[config.mk]
export PLATFORM = sky130hd
export DESIGN_NAME = mf_seg_display
export DESIGN_NICKNAME = d
export VERILOG_FILES = /design/src/rtl/mf_disp_pkg.sv /design/src/rtl/mf_field_decode.sv /design/src/rtl/mf_bcd_split.sv /design/src/rtl/mf_scan_timer.sv /design/src/rtl/mf_seg_display.sv
export SDC_FILE = /design/constraint.sdc
export NUM_CORES = 1
export LEC_CHECK = 0
export BUFFER_PORTS_ARGS = -buffer_cell sky130_fd_sc_hd__buf_2
export CORE_ASPECT_RATIO = 1.5
export CORE_MARGIN = 2
export CORE_UTILIZATION = 45
export DETAILED_ROUTE_END_ITERATION = 7
export SLEW_MARGIN = 0
export SYNTH_ARGS = -nofsm -noshare
export SYNTH_HDL_FRONTEND = slang
export SYNTH_SLANG_ARGS = --single-unit
[constraint.sdc]
create_clock -name clk -period 4.25 [get_ports clk]
set_input_delay 0 -clock clk [delete_from_list [all_inputs] [get_ports clk]]
set_output_delay 0 -clock clk [all_outputs]
set_load 0.02 [all_outputs]
[src/rtl/mf_disp_pkg.sv]
package mf_disp_pkg;

    localparam int EXP_W = 2;
    localparam int SIG_W = 3;
    localparam int WORD_W = 1 + EXP_W + SIG_W;
    localparam int MAG_W = 7;
    localparam int POS_N = 4;

    typedef struct packed {
        logic             sign;
        logic [EXP_W-1:0] expo;
        logic [SIG_W-1:0] sig;
    } mf_fields_t;

    localparam logic [6:0] SEG_DARK  = 7'b1111111;
    localparam logic [6:0] SEG_MINUS = 7'b0111111;

    function automatic logic [6:0] seg_of_digit(input logic [3:0] d);
        logic [6:0] hi;
        case (d)
            4'd0: hi = 7'h3F;
            4'd1: hi = 7'h06;
            4'd2: hi = 7'h5B;
            4'd3: hi = 7'h4F;
            4'd4: hi = 7'h66;
            4'd5: hi = 7'h6D;
            4'd6: hi = 7'h7D;
            4'd7: hi = 7'h07;
            4'd8: hi = 7'h7F;
            4'd9: hi = 7'h6F;
            default: hi = 7'h00;
        endcase
        return ~hi;
    endfunction

endpackage

[src/rtl/mf_field_decode.sv]
module mf_field_decode
    import mf_disp_pkg::*;
(
    input  logic [WORD_W-1:0] word,
    output logic              sign,
    output logic [MAG_W-1:0]  mag
);

    mf_fields_t f;

    always_comb begin
        f    = mf_fields_t'(word);
        sign = f.sign;
        mag  = MAG_W'(f.sig) << f.expo;
    end

endmodule

[src/rtl/mf_bcd_split.sv]
module mf_bcd_split
    import mf_disp_pkg::*;
(
    input  logic [MAG_W-1:0] mag,
    output logic [3:0]       tens,
    output logic [3:0]       units
);

    logic [7:0] acc;

    always_comb begin
        acc = '0;
        for (int i = MAG_W - 1; i >= 0; i--) begin
            if (acc[3:0] >= 4'd5) acc[3:0] = acc[3:0] + 4'd3;
            if (acc[7:4] >= 4'd5) acc[7:4] = acc[7:4] + 4'd3;
            acc = {acc[6:0], mag[i]};
        end
        tens  = acc[7:4];
        units = acc[3:0];
    end

endmodule

[src/rtl/mf_scan_timer.sv]
module mf_scan_timer #(
    parameter int SLOT_CYC = 250000,
    parameter int POS_N    = 4
) (
    input  logic                     clk,
    input  logic                     rst_n,
    output logic [$clog2(POS_N)-1:0] slot
);

    localparam int CW = (SLOT_CYC > 2) ? $clog2(SLOT_CYC) : 1;
    localparam int SW = $clog2(POS_N);

    typedef struct packed {
        logic [CW-1:0] cnt;
        logic [SW-1:0] slot;
    } tmr_t;

    tmr_t tmr_d, tmr_q;

    always_comb begin
        tmr_d = tmr_q;
        if (tmr_q.cnt == CW'(SLOT_CYC - 1)) begin
            tmr_d.cnt  = '0;
            tmr_d.slot = tmr_q.slot + 1'b1;
        end else begin
            tmr_d.cnt = tmr_q.cnt + 1'b1;
        end
    end

    always_ff @(posedge clk or negedge rst_n) begin
        if (!rst_n) tmr_q <= '0;
        else        tmr_q <= tmr_d;
    end

    assign slot = tmr_q.slot;

endmodule

[src/rtl/mf_seg_display.sv]
module mf_seg_display
    import mf_disp_pkg::*;
#(
    parameter int CLK_HZ  = 100_000_000,
    parameter int SCAN_HZ = 400
) (
    input  logic       clk,
    input  logic       rst_n,
    input  logic [5:0] sw_word,
    output logic [6:0] seg_n,
    output logic [3:0] an_n
);

    localparam int SLOT_CYC = CLK_HZ / SCAN_HZ;
    localparam int SW = $clog2(POS_N);

    typedef struct packed {
        logic [6:0]       seg;
        logic [POS_N-1:0] an;
    } drv_t;

    logic             sign_w;
    logic [MAG_W-1:0] mag_w;
    logic [3:0]       tens_w;
    logic [3:0]       units_w;
    logic [SW-1:0]    slot_w;
    logic [6:0]       pos_seg [POS_N];
    drv_t             drv_d, drv_q;

    mf_field_decode u_dec (
        .word (sw_word),
        .sign (sign_w),
        .mag  (mag_w)
    );

    mf_bcd_split u_bcd (
        .mag   (mag_w),
        .tens  (tens_w),
        .units (units_w)
    );

    mf_scan_timer #(
        .SLOT_CYC (SLOT_CYC),
        .POS_N    (POS_N)
    ) u_tmr (
        .clk   (clk),
        .rst_n (rst_n),
        .slot  (slot_w)
    );

    always_comb begin
        pos_seg[3] = sign_w ? SEG_MINUS : SEG_DARK;
        pos_seg[2] = SEG_DARK;
        pos_seg[1] = seg_of_digit(tens_w);
        pos_seg[0] = seg_of_digit(units_w);
    end

    always_comb begin
        logic [SW-1:0] pos;
        drv_d = drv_q;
        pos   = SW'(POS_N - 1) - slot_w;
        drv_d.seg = pos_seg[pos];
        drv_d.an  = ~(POS_N'(1) << pos);
    end

    always_ff @(posedge clk or negedge rst_n) begin
        if (!rst_n) begin
            drv_q.seg <= SEG_DARK;
            drv_q.an  <= '1;
        end else begin
            drv_q <= drv_d;
        end
    end

    assign seg_n = drv_q.seg;
    assign an_n  = drv_q.an;

endmodule

==> impl_metrics.py <==
metrics = {
    "place": {
        "numPortBuffers": 18,
        "place_congestion": 0.833,
        "place.detailed.hpwl_um": 3750,
        "dp_cells": 333,
        "placed_area_um2": 2500,
    },
    "routing": {
        "wl_met1_um": 1770,
        "routedWlPerCell_um": 13.7,
        "dr_wl_met3_um": 85,
        "first_pass_iters": 4,
        "wl_met2_um": 2640,
        "routed_via_density": 5.28,
        "vias": 1806,
        "detail-route-antenna-nets": 0,
        "routed_wl_um": 4670,
        "drt_iter0_markers": 50,
        "drc": 0,
        "top_layer": "met4",
    },
    "power_and_ir_drop": {
        "seqPwrFrac_pct": 39.3,
        "power_frac_clock_pct": 32.7,
        "p_int_uw": 530,
        "comb_power_share_pct": 28.0,
        "ir_drop_uv": 125,
        "p_sw_share_pct": 29.8,
        "p_sw_uw": 225,
        "total_power_uw": 755,
        "power-per-cell-area_nw_per_um2": 289,
        "p_leak_nw": 1.18,
    },
    "timing": {
        "hold_viol_final": 0,
        "fin_crit_sh_pct": 89.7,
        "drv_slew": 0,
        "worstMarginPinSlew_ns": 0.646,
        "fin_skew_ns": 0.00466,
        "fmaxAchievable_mhz": 262,
        "fin_crit_ns": 3.81,
        "relSlewSlack_pct": 57.0,
        "final-setup-viol-count": 0,
        "setup_tns_ns": 0,
        "grt_setup_unrepaired": "false",
    },
    "worst_setup_path": {
        "crit_fanout": 8,
        "critPathSlowestCell": "a221o_1",
        "worst_ep_required_time_ns": 4.44,
        "endpoint": "seg_n[4]",
        "crit_path_frequent_cell": "ha_1",
        "ff2ff_path_depth": 6,
        "crit_path_start_kind": "input port",
        "critical_path_class": "input port to register",
        "path_buf_inv": 4,
        "path_depth": 21,
        "critPathTopFamily": "compound AO/OA/AOI/OAI gates",
        "crit_chain": "buf_2 > mux2_4 > and2_4 > inv_1 > ha_1 > nor2b_1 > o22ai_1 > o21ai_1 > ha_1 > nand2b_1 > a41oi_4 > xnor2_2 > ha_1 > inv_1 > a221o_1 > nand3_1 > inv_1 > ha_1 > o21ai_1 > nor2_1 > o311ai_1",
        "critical_path_arrival_ns": 4.00,
        "crit_path_start": "sw_word[3]",
        "timing.rr.start": "u_tmr.tmr_q[7]",
        "end_kind": "register",
        "r2r-end": "u_tmr.tmr_q[18]",
        "r2r_setup_slack_ns": 2.45,
        "max_stage_delay_ns": 0.34,
    },
    "yosys": {
        "synth_cell_types": 61,
        "synth.top_cell.area_share_pct": 21.7,
        "yosysTopAreaCell": "dfrtp_1",
        "ys_ff_latch": 31,
        "synthTopCellsByArea": "dfrtp_1 22%, dfstp_2 13%, ha_1 11%",
        "async_reset_ff_share_pct": 100,
        "yosysMostFrequentCell": "nand2_1",
        "yosys_warnings": 0,
        "synth_edf_count": 0,
        "ys.flop_type": "dfrtp_1",
        "synthTopCellsByCount": "22 x nand2_1, 20 x dfrtp_1, 20 x ha_1",
        "syn_inst": 248,
        "synth-seq-area-share_pct": 34.3,
        "synth.cell_area_um2": 2300,
        "syn_avg_cell_area_um2": 9.29,
        "synth_nets": 276,
    },
    "clocking": {
        "cts_buffer_depth": 2,
        "cts_tree": "done",
        "clkSinkCount": 31,
        "clockRootBuffer": "clkbuf_8",
        "cts_buffers": 5,
        "clk_latency_ns": 0.28,
        "clk_pin_slew_ns": 0.06,
        "postCtsSetupBuffers": 0,
        "htreeDepth": 2,
    },
    "global_routing": {
        "grt_pass1_vias": 1822,
        "grt_pass1_wl_um": 8200,
        "antenna_found_initial": 0,
        "grt_max_degree": 32,
        "overflow": 0,
        "grtUsageTotal_pct": 18.0,
    },
    "die": {
        "die_x_um": 62.4,
        "dieHeight_um": 91.7,
        "initial_utilization_pct": 47.2,
        "dieArea_um2": 5720,
        "io_pins": 19,
        "fp-row-count": 31,
        "coreArea_um2": 4890,
    },
    "run_status": {
        "outcome": "complete, no violations",
    },
    "cells_and_area": {
        "instances_no_fill": 342,
        "diodes": 0,
        "layout-drive-gt1-share_pct": 22.5,
        "fill_cells": 490,
        "multiInputGateArea_um2": 1400,
        "finalNetCount": 303,
        "final_cell_area_um2": 2610,
        "seq_area_um2": 790,
        "syn_to_final_growth_pct": 13.4,
    },
    "min_path": {
        "hold_path.class": "input port to register",
    },
    "flow_run": {
        "drv_cap": 0,
    },
}
-- timing repair --
action                                 CTS  global route
resized for setup                        0             1
endpoints found under the hold margin   20             0
setup endpoints to repair                0             3
hold buffers                             1             0
-- final cells by class --
cell class	count	share of cell area [%]
Multi-Input combinational cell	189	53.7
Tap cell	66	3.16
Clock buffer	8	3.83
Timing Repair Buffer	27	6.13
Sequential cell	31	30.2
Inverter	21	3.02
-- routing by layer --
metal	vias to the layer above	track usage (%)
met3	13	2.82
li1	924	-
met2	25	34.9
met4	0	9.81
met5	-	0
met1	844	17.8
-- state kept, by name, summed over array words and instances (netlist names) --
name,count
an_n,4
seg_n,7
u_tmr.slot,2
u_tmr.tmr_q,18
-- worst min path at each step --
stage	start	to	slack, ns	cells past startpoint
after floorplan	rst_n	u_tmr.slot[0]	-0.30	0
after global placement	rst_n	u_tmr.tmr_q[9]	0.07	1
after detailed placement	rst_n	u_tmr.tmr_q[9]	0.07	1
after CTS	sw_word[5]	seg_n[6]	0.003	3
after global routing	sw_word[5]	seg_n[6]	0.01	3
final	sw_word[5]	seg_n[6]	0.0008	3
-- power groups by stage --
| stage | sequential (mW) | clock (mW) | combinational, mW |
|---|---|---|---|
| floorplan | 0.302 | 0 | 0.159 |
| global placement | 0.302 | 0 | 0.209 |
| detailed placement | 0.302 | 0 | 0.210 |
| CTS | 0.297 | 0.253 | 0.213 |
| global route | 0.296 | 0.269 | 0.241 |
| finish | 0.297 | 0.247 | 0.212 |
-- stage by stage --
stage,hold slack [ns],setup WS [ns],util [%]
finish,0.000805,0.438,53.5
global placement,0.0737,0.195,51.2
detailed placement,0.0703,0.00989,51.2
CTS,0.00297,0.296,53.5
global route,0.0131,0.0179,53.5
floorplan,-0.296,0.274,-
-- logic make-up (layout without fill, tap and decap cells) --
kind of cell / count (synthesis) / in the layout / share of synthesized area (%)
multiplexers: 8 / 8 / 3.80
flip-flops: 31 / 31 / 34.3
XOR/XNOR: 17 / 17 / 6.79
buffers and inverters: 28 / 56 / 5.16
adder cells (fa/ha/maj): 20 / 20 / 10.9
AND/OR/NAND/NOR: 88 / 88 / 19.8
AO/OA/AOI/OAI: 56 / 56 / 19.3
-- worst register-to-register path: cells and delay by family (launching register included) --
| kind | cells | cell delay [ns] |
|---|---|---|
| AO/OA/AOI/OAI | 1 | 0.14 |
| flip-flops | 1 | 0.43 |
| AND/OR/NAND/NOR | 5 | 1.16 |
-- cells in the final DEF, fill, tap and decap left out, types with 2 or more instances in the layout --
master,instances
a21o_1,4
a21oi_1,14
a31oi_1,2
and3_1,8
and4_1,2
buf_2,18
buf_4,8
clkbuf_8,7
clkinv_1,2
dfrtp_1,20
dfstp_2,11
ha_1,20
inv_1,19
mux2_2,2
mux2i_1,5
nand2_1,22
nand2b_1,3
nand3_1,11
nand4_1,2
nor2_1,18
nor2b_1,4
nor3_1,5
nor4b_1,3
o211ai_2,2
o21ai_0,12
o21ai_1,2
xnor2_1,11
xor2_1,5
(Power assumes the default switching activity.)
